==> src/rtl/baud_search_pkg.sv <==
package baud_search_pkg;

    typedef enum logic [1:0] {
        ST_IDLE,
        ST_LAUNCH,
        ST_WAIT
    } search_state_e;

endpackage

==> src/rtl/baud_div.sv <==
module baud_div #(
    parameter int W = 32
) (
    input  logic         clk,
    input  logic         rst_n,
    input  logic         go_i,
    input  logic [W-1:0] dvd_i,
    input  logic [W-1:0] dvs_i,
    output logic         valid_o,
    output logic [W-1:0] quot_o
);
    localparam int CNT_W = $clog2(W) + 1;

    typedef struct packed {
        logic             busy;
        logic             valid;
        logic [CNT_W-1:0] cnt;
        logic [W-1:0]     dvd;
        logic [W-1:0]     dvd_ref;
        logic [W-1:0]     dvs;
        logic [W:0]       rem;
        logic [W-1:0]     quot;
    } div_st_t;

    div_st_t d, q;
    logic [W:0] trial;

    always_comb begin
        d       = q;
        d.valid = 1'b0;
        trial   = {q.rem[W-1:0], q.dvd[W-1]};
        if (go_i) begin
            d.dvd_ref = dvd_i;
            d.quot    = '0;
            if (dvs_i == '0) begin
                // a zero divisor must not stall the search: report zero at once
                d.busy  = 1'b0;
                d.valid = 1'b1;
            end else begin
                d.busy = 1'b1;
                d.cnt  = '0;
                d.dvd  = dvd_i;
                d.dvs  = dvs_i;
                d.rem  = '0;
            end
        end else if (q.busy) begin
            d.dvd = {q.dvd[W-2:0], 1'b0};
            if (trial >= {1'b0, q.dvs}) begin
                d.rem  = trial - {1'b0, q.dvs};
                d.quot = {q.quot[W-2:0], 1'b1};
            end else begin
                d.rem  = trial;
                d.quot = {q.quot[W-2:0], 1'b0};
            end
            d.cnt = q.cnt + 1'b1;
            if (q.cnt == CNT_W'(W - 1)) begin
                d.busy  = 1'b0;
                d.valid = 1'b1;
            end
        end
    end

    always_ff @(posedge clk or negedge rst_n) begin
        if (!rst_n) q <= '0;
        else        q <= d;
    end

    assign valid_o = q.valid;
    assign quot_o  = q.quot;


    quot_bound_chk: assert property (@(posedge clk) disable iff (!rst_n)
        q.valid |-> (q.quot <= q.dvd_ref));

endmodule

==> src/rtl/baud_divisor_gen.sv <==
module baud_divisor_gen #(
    parameter int FREQ_W = 32,
    parameter int N_W    = 3,
    parameter int M_W    = 4,
    parameter int SCALE  = 10
) (
    input  logic [N_W-1:0]    n_i,
    input  logic [M_W-1:0]    m_i,
    output logic [FREQ_W-1:0] dvs_o
);
    logic [FREQ_W-1:0] base;

    always_comb begin
        base  = FREQ_W'(SCALE) * (FREQ_W'(m_i) + FREQ_W'(1));
        dvs_o = base << (FREQ_W'(n_i) + FREQ_W'(1));
    end

endmodule

==> src/rtl/baud_factor_search.sv <==
module baud_factor_search
    import baud_search_pkg::*;
#(
    parameter int FREQ_W = 32,
    parameter int N_W    = 3,
    parameter int M_W    = 4,
    parameter int SCALE  = 10
) (
    input  logic              clk,
    input  logic              rst_n,
    input  logic              start_i,
    input  logic [FREQ_W-1:0] tclk_i,
    input  logic [FREQ_W-1:0] req_i,
    output logic [N_W-1:0]    n_o,
    output logic [M_W-1:0]    m_o,
    output logic              found_o,
    output logic              done_o
);
    localparam logic [N_W-1:0] N_LAST = {N_W{1'b1}};
    localparam logic [M_W-1:0] M_LAST = {M_W{1'b1}};

    typedef struct packed {
        search_state_e     state;
        logic [FREQ_W-1:0] tclk;
        logic [FREQ_W-1:0] req;
        logic [N_W-1:0]    n;
        logic [M_W-1:0]    m;
        logic [N_W-1:0]    best_n;
        logic [M_W-1:0]    best_m;
        logic [FREQ_W-1:0] best_diff;
        logic              have_best;
        logic              go;
        logic [N_W-1:0]    out_n;
        logic [M_W-1:0]    out_m;
        logic              out_found;
        logic              done;
    } top_st_t;

    top_st_t d, q;

    logic [FREQ_W-1:0] dvs;
    logic              div_valid;
    logic [FREQ_W-1:0] div_quot;
    logic              eligible;
    logic              better;
    logic [FREQ_W-1:0] diff;

    baud_divisor_gen #(
        .FREQ_W (FREQ_W),
        .N_W    (N_W),
        .M_W    (M_W),
        .SCALE  (SCALE)
    ) i_divisor_gen (
        .n_i   (q.n),
        .m_i   (q.m),
        .dvs_o (dvs)
    );

    baud_div #(
        .W (FREQ_W)
    ) i_div (
        .clk     (clk),
        .rst_n   (rst_n),
        .go_i    (q.go),
        .dvd_i   (q.tclk),
        .dvs_i   (dvs),
        .valid_o (div_valid),
        .quot_o  (div_quot)
    );

    always_comb begin
        d        = q;
        d.go     = 1'b0;
        d.done   = 1'b0;
        eligible = (q.req >= div_quot);
        diff     = q.req - div_quot;
        better   = eligible && (!q.have_best || (diff < q.best_diff));
        unique case (q.state)
            ST_IDLE: begin
                if (start_i) begin
                    d.tclk      = tclk_i;
                    d.req       = req_i;
                    d.n         = '0;
                    d.m         = '0;
                    d.have_best = 1'b0;
                    d.best_diff = '1;
                    d.best_n    = '0;
                    d.best_m    = '0;
                    d.state     = ST_LAUNCH;
                end
            end
            ST_LAUNCH: begin
                d.go    = 1'b1;
                d.state = ST_WAIT;
            end
            ST_WAIT: begin
                if (div_valid) begin
                    if (better) begin
                        d.best_n    = q.n;
                        d.best_m    = q.m;
                        d.best_diff = diff;
                        d.have_best = 1'b1;
                    end
                    if ((better && (diff == '0)) || ((q.n == N_LAST) && (q.m == M_LAST))) begin
                        d.out_found = d.have_best;
                        d.out_n     = d.have_best ? d.best_n : '0;
                        d.out_m     = d.have_best ? d.best_m : '0;
                        d.done      = 1'b1;
                        d.state     = ST_IDLE;
                    end else begin
                        if (q.m == M_LAST) begin
                            d.m = '0;
                            d.n = q.n + 1'b1;
                        end else begin
                            d.m = q.m + 1'b1;
                        end
                        d.state = ST_LAUNCH;
                    end
                end
            end
            default: d.state = ST_IDLE;
        endcase
    end

    always_ff @(posedge clk or negedge rst_n) begin
        if (!rst_n) q <= '0;
        else        q <= d;
    end

    assign n_o     = q.out_n;
    assign m_o     = q.out_m;
    assign found_o = q.out_found;
    assign done_o  = q.done;


    done_pulse_chk: assert property (@(posedge clk) disable iff (!rst_n)
        done_o |=> !done_o);


    out_stable_chk: assert property (@(posedge clk) disable iff (!rst_n)
        !done_o |-> ($stable(n_o) && $stable(m_o) && $stable(found_o)));


    busy_ignore_chk: assert property (@(posedge clk) disable iff (!rst_n)
        ((q.state != ST_IDLE) && start_i) |=> ($stable(q.tclk) && $stable(q.req)));


    notfound_zero_chk: assert property (@(posedge clk) disable iff (!rst_n)
        (done_o && !found_o) |-> ((n_o == '0) && (m_o == '0)));

endmodule

==> config.mk <==
export PLATFORM = sky130hd
export DESIGN_NAME = baud_factor_search
export DESIGN_NICKNAME = d
export VERILOG_FILES = /design/src/rtl/baud_search_pkg.sv /design/src/rtl/baud_div.sv /design/src/rtl/baud_divisor_gen.sv /design/src/rtl/baud_factor_search.sv
export SDC_FILE = /design/constraint.sdc
export NUM_CORES = 1
export LEC_CHECK = 0
export BUFFER_PORTS_ARGS = -buffer_cell sky130_fd_sc_hd__buf_4
export CORE_MARGIN = 2
export CORE_UTILIZATION = 35
export CTS_CLUSTER_DIAMETER = 50
export CTS_CLUSTER_SIZE = 8
export DETAILED_ROUTE_END_ITERATION = 10
export REMOVE_ABC_BUFFERS = 1
export SLEW_MARGIN = 10
export SYNTH_ARGS = -nofsm -noshare
export SYNTH_HDL_FRONTEND = slang
export SYNTH_SLANG_ARGS = --single-unit
==> constraint.sdc <==
create_clock -name clk -period 10.3 [get_ports clk]
set_clock_uncertainty 0.1 [all_clocks]
set_input_delay 2.06 -clock clk [delete_from_list [all_inputs] [get_ports clk]]
set_output_delay 2.06 -clock clk [all_outputs]
set_load 0.01 [all_outputs]
==> flow_summary.json <==
{
  "h-tree-depth": 2,
  "seqCellArea_mm2": 0.00626,
  "power.density_mw_per_mm2": 133,
  "tns_ns": 0,
  "synth.largest_area_cell": "dfrtp_1",
  "synth_adder_area_share": 0.0822,
  "synth_top_family_by_area": "simple AND/OR/NAND/NOR gates",
  "power_mw": 2.33,
  "io_pins": 76,
  "die_y_um": 213,
  "hold_start": "i_div.q[150]",
  "worst_r2r_endpoint": "q[54]",
  "grt_pass1_vias": 12380,
  "max_cap_viol_count": 0,
  "vdd_drop_max_mv": 0.0869,
  "synth_warnings": 0,
  "whs_path_depth": 2,
  "die_w_um": 213,
  "r2r_cells": 19,
  "yosys.area_share.simple": 0.208,
  "crit_path_max_fanout": 13,
  "crit_chain": "ha_1, fa_1, nor2b_1, o31ai_2, o211ai_2, o311ai_1, a211oi_1, o211a_1, nor4b_1, a211o_1, ha_1, nand4_1, o31ai_1, nand2_1, nand2_1, nor4_4, o21ai_1, nand4_1, o211ai_1",
  "final_util": 0.407,
  "antenna_cells": 0,
  "swShare": 0.217,
  "p_leak_nw": 8.73,
  "min_to": "i_div.q[150]",
  "status": "completed",
  "ant_nets": 0,
  "synth_edf_count": 0,
  "setup_violations": 0,
  "synth_top_area_frac": 0.410,
  "avgSynthCellArea_um2": 8.30,
  "clk_path_buf_depth": 3,
  "ys_async_sr_fraction": 1.00,
  "cp-start-kind": "register",
  "hpwl_um": 25600,
  "hold_path_class": "register to register",
  "ys_seq_area_frac": 0.410,
  "gr-usage-all-layers": 0.170,
  "dieArea_mm2": 0.0453,
  "drive_gt1_frac": 0.0929,
  "synth-compound-area-share": 0.185,
  "worstSetupPathType": "register to register",
  "synthesis.area_mm2": 0.0153,
  "totalWireLength_um": 37000,
  "r2r_start": "i_div.quot_o[0]",
  "syn_to_final_growth_pct": 15.1,
  "grt.busiest_layer": "met2",
  "relSlewSlack": 0.292,
  "cts_root_buffer": "clkbuf_16",
  "vias_per_cell": 5.17,
  "wire_per_inst_um": 14.9,
  "seq_power_share": 0.423,
  "ys_ff_latch": 250,
  "drc": 0,
  "finalHoldViolations": 0,
  "start_util": 0.354,
  "gp_congestion": 0.849,
  "min_period_over_period": 0.537,
  "max_freq_ghz": 0.181,
  "synth_ff_type": "dfrtp_1",
  "path_delay_family": "compound AO/OA/AOI/OAI gates",
  "grt_pass1_wl_um": 63100,
  "vias": 12817,
  "slew_violations": 0,
  "cts_resized": 0,
  "nFillCells": 4339,
  "fin_crit_ns": 5.53,
  "use_met3": 0.0304,
  "synthesis.instances": 1838,
  "rsz0062_at_grt": "false",
  "cts_tree": "yes",
  "clk_pin_slew_worst_paths_ns": 0.05,
  "grt_max_degree": 173,
  "core_mm2": 0.0431,
  "met1_usage": 0.252,
  "cts_hold_buf": 0,
  "crit_buf_inv": 0,
  "cp_slowest_stage_delay_ns": 0.59,
  "p_sw_mw": 0.506,
  "clock_latency_ns": 0.57,
  "post_cts_buffers": 0,
  "end_kind": "register",
  "first_iter_violations": 936,
  "grt-ovfl-total": 0,
  "synthXorXnorAreaFrac": 0.0258,
  "crit_arrival_ns": 5.89,
  "cts_sinks": 250,
  "worst_slew_pin_slew_ns": 1.06,
  "met2_usage": 0.252,
  "cts_buffers": 42,
  "pwr-share-comb": 0.017,
  "worst_path_max_delay_cell": "o21ai_1",
  "firstDrtPassIters": 5,
  "timing.reg2reg.setup_slack_ns": 4.77,
  "clockPowerShare": 0.560,
  "multiInputGateArea_mm2": 0.00816,
  "rows": 76,
  "antenna_found_initial": 0,
  "synth_area_leaders": "dfrtp_1 41%, nand2_1 9.9%, ha_1 8.0%, a21oi_1 4.4%, nor2_1 4.0%",
  "crit_required_ns": 10.66,
  "muxShareOfSynthArea": 0.0318,
  "p_int_mw": 1.82,
  "port_buffers": 75,
  "final_nets": 2042,
  "yosys.cell_types.count": 87
}
==> metal layers <==
layer / part of all wire / wire, um / vias up
met2: 0.43 / 15800 / 287
met1: 0.51 / 18700 / 6097
met4: 0.018 / 674 / 0
li1: - / - / 6384
met5: 0 / 0 / -
met3: 0.048 / 1790 / 49
==> layout make-up <==
cell class	instances	share of cell area
multi-input combinational	1372	0.465
inverter	124	0.0265
clock inverter	11	0.0106
sequential	250	0.357
clock buffer	52	0.0620
tap	585	0.0417
timing repair buffer	86	0.0379
==> logic make-up (layout without fill, tap and decap cells) <==
kind of cell	after synthesis	count (layout)
muxes	47	47
buffers and inverters	216	273
adders and majority gates	99	99
DFF	250	250
and+or+nand+nor	731	731
xor gates and xnor gates	44	44
AOI/OAI and AO/OA	451	451
==> synthesized netlist by cell type (all sizes together), types with 29 or more instances <==
cell type and number:
ha 97, mux2i 44, nand2 403, dfrtp 250, inv 124, clkbuf 63
a21oi 138, a22oi 33, nor2 162, nand3 39, buf 29, o21ai 125
==> cells in the final DEF (no fill, tap or decap), types with 6 or more instances in the layout <==
cell / n
a21o_1: 15
o2111ai_1: 7
xnor2_1: 28
nand4_1: 20
inv_1: 123
o211ai_1: 12
and2_1: 7
o31ai_1: 17
o22ai_1: 19
nand2_1: 402
and3_1: 7
clkbuf_16: 42
a21oi_1: 134
nor3_1: 27
xor2_1: 15
mux2i_1: 44
o21bai_1: 6
a22oi_1: 33
a211oi_1: 11
dfrtp_1: 249
a31oi_1: 7
o21ai_1: 42
buf_4: 84
nand3_1: 39
clkbuf_1: 10
nor2_1: 158
o31a_1: 6
ha_1: 97
o21a_1: 15
o21ai_0: 82
nand2b_1: 13
nor2b_1: 11
==> registers in the layout, indices dropped and copies added, names as in the netlist <==
name	cells
done_o	1
found_o	1
i_div.q	94
i_div.quot_o	32
i_div.valid_o	1
m_o	4
n_o	3
q	114
==> power groups by stage <==
stage | logic, mW | registers (mW) | clock network [mW]
floorplan | 0.000298 | 1.00 | 0
global placement | 0.0417 | 1.00 | 0
detailed placement | 0.0422 | 1.00 | 0
CTS | 0.0423 | 0.984 | 1.34
global route | 0.0460 | 0.983 | 1.39
finish | 0.0400 | 0.985 | 1.30
==> how the worst max path moves through the flow <==
stage | from | to | cells past startpoint
final | i_div.quot_o[0] | q[54] | 19
after global routing | i_div.quot_o[0] | q[50] | 19
after CTS | i_div.quot_o[0] | q[54] | 19
after detailed placement | i_div.quot_o[0] | q[50] | 19
after global placement | i_div.quot_o[1] | q[38] | 23
after floorplan | q[50] | i_div.q[54] | 14
==> tightest hold or removal path: stages, from the launching register on <==
cell and delay, ns:
dfrtp_1 0.34, nand2_1 0.05, nand2_1 0.05
==> per-stage QoR <==
stage	hold slack, ns	std cells	instance area [um^2]	worst slack (ns)
after floorplan	0.346	1746	14900	4.25
after global placement	0.359	2417	16300	5.00
after detailed placement	0.363	2417	16300	4.84
after CTS	0.375	2480	17600	4.84
after global routing	0.383	2480	17600	4.31
final	0.371	2480	17600	4.77
(Power assumes the default switching activity.)
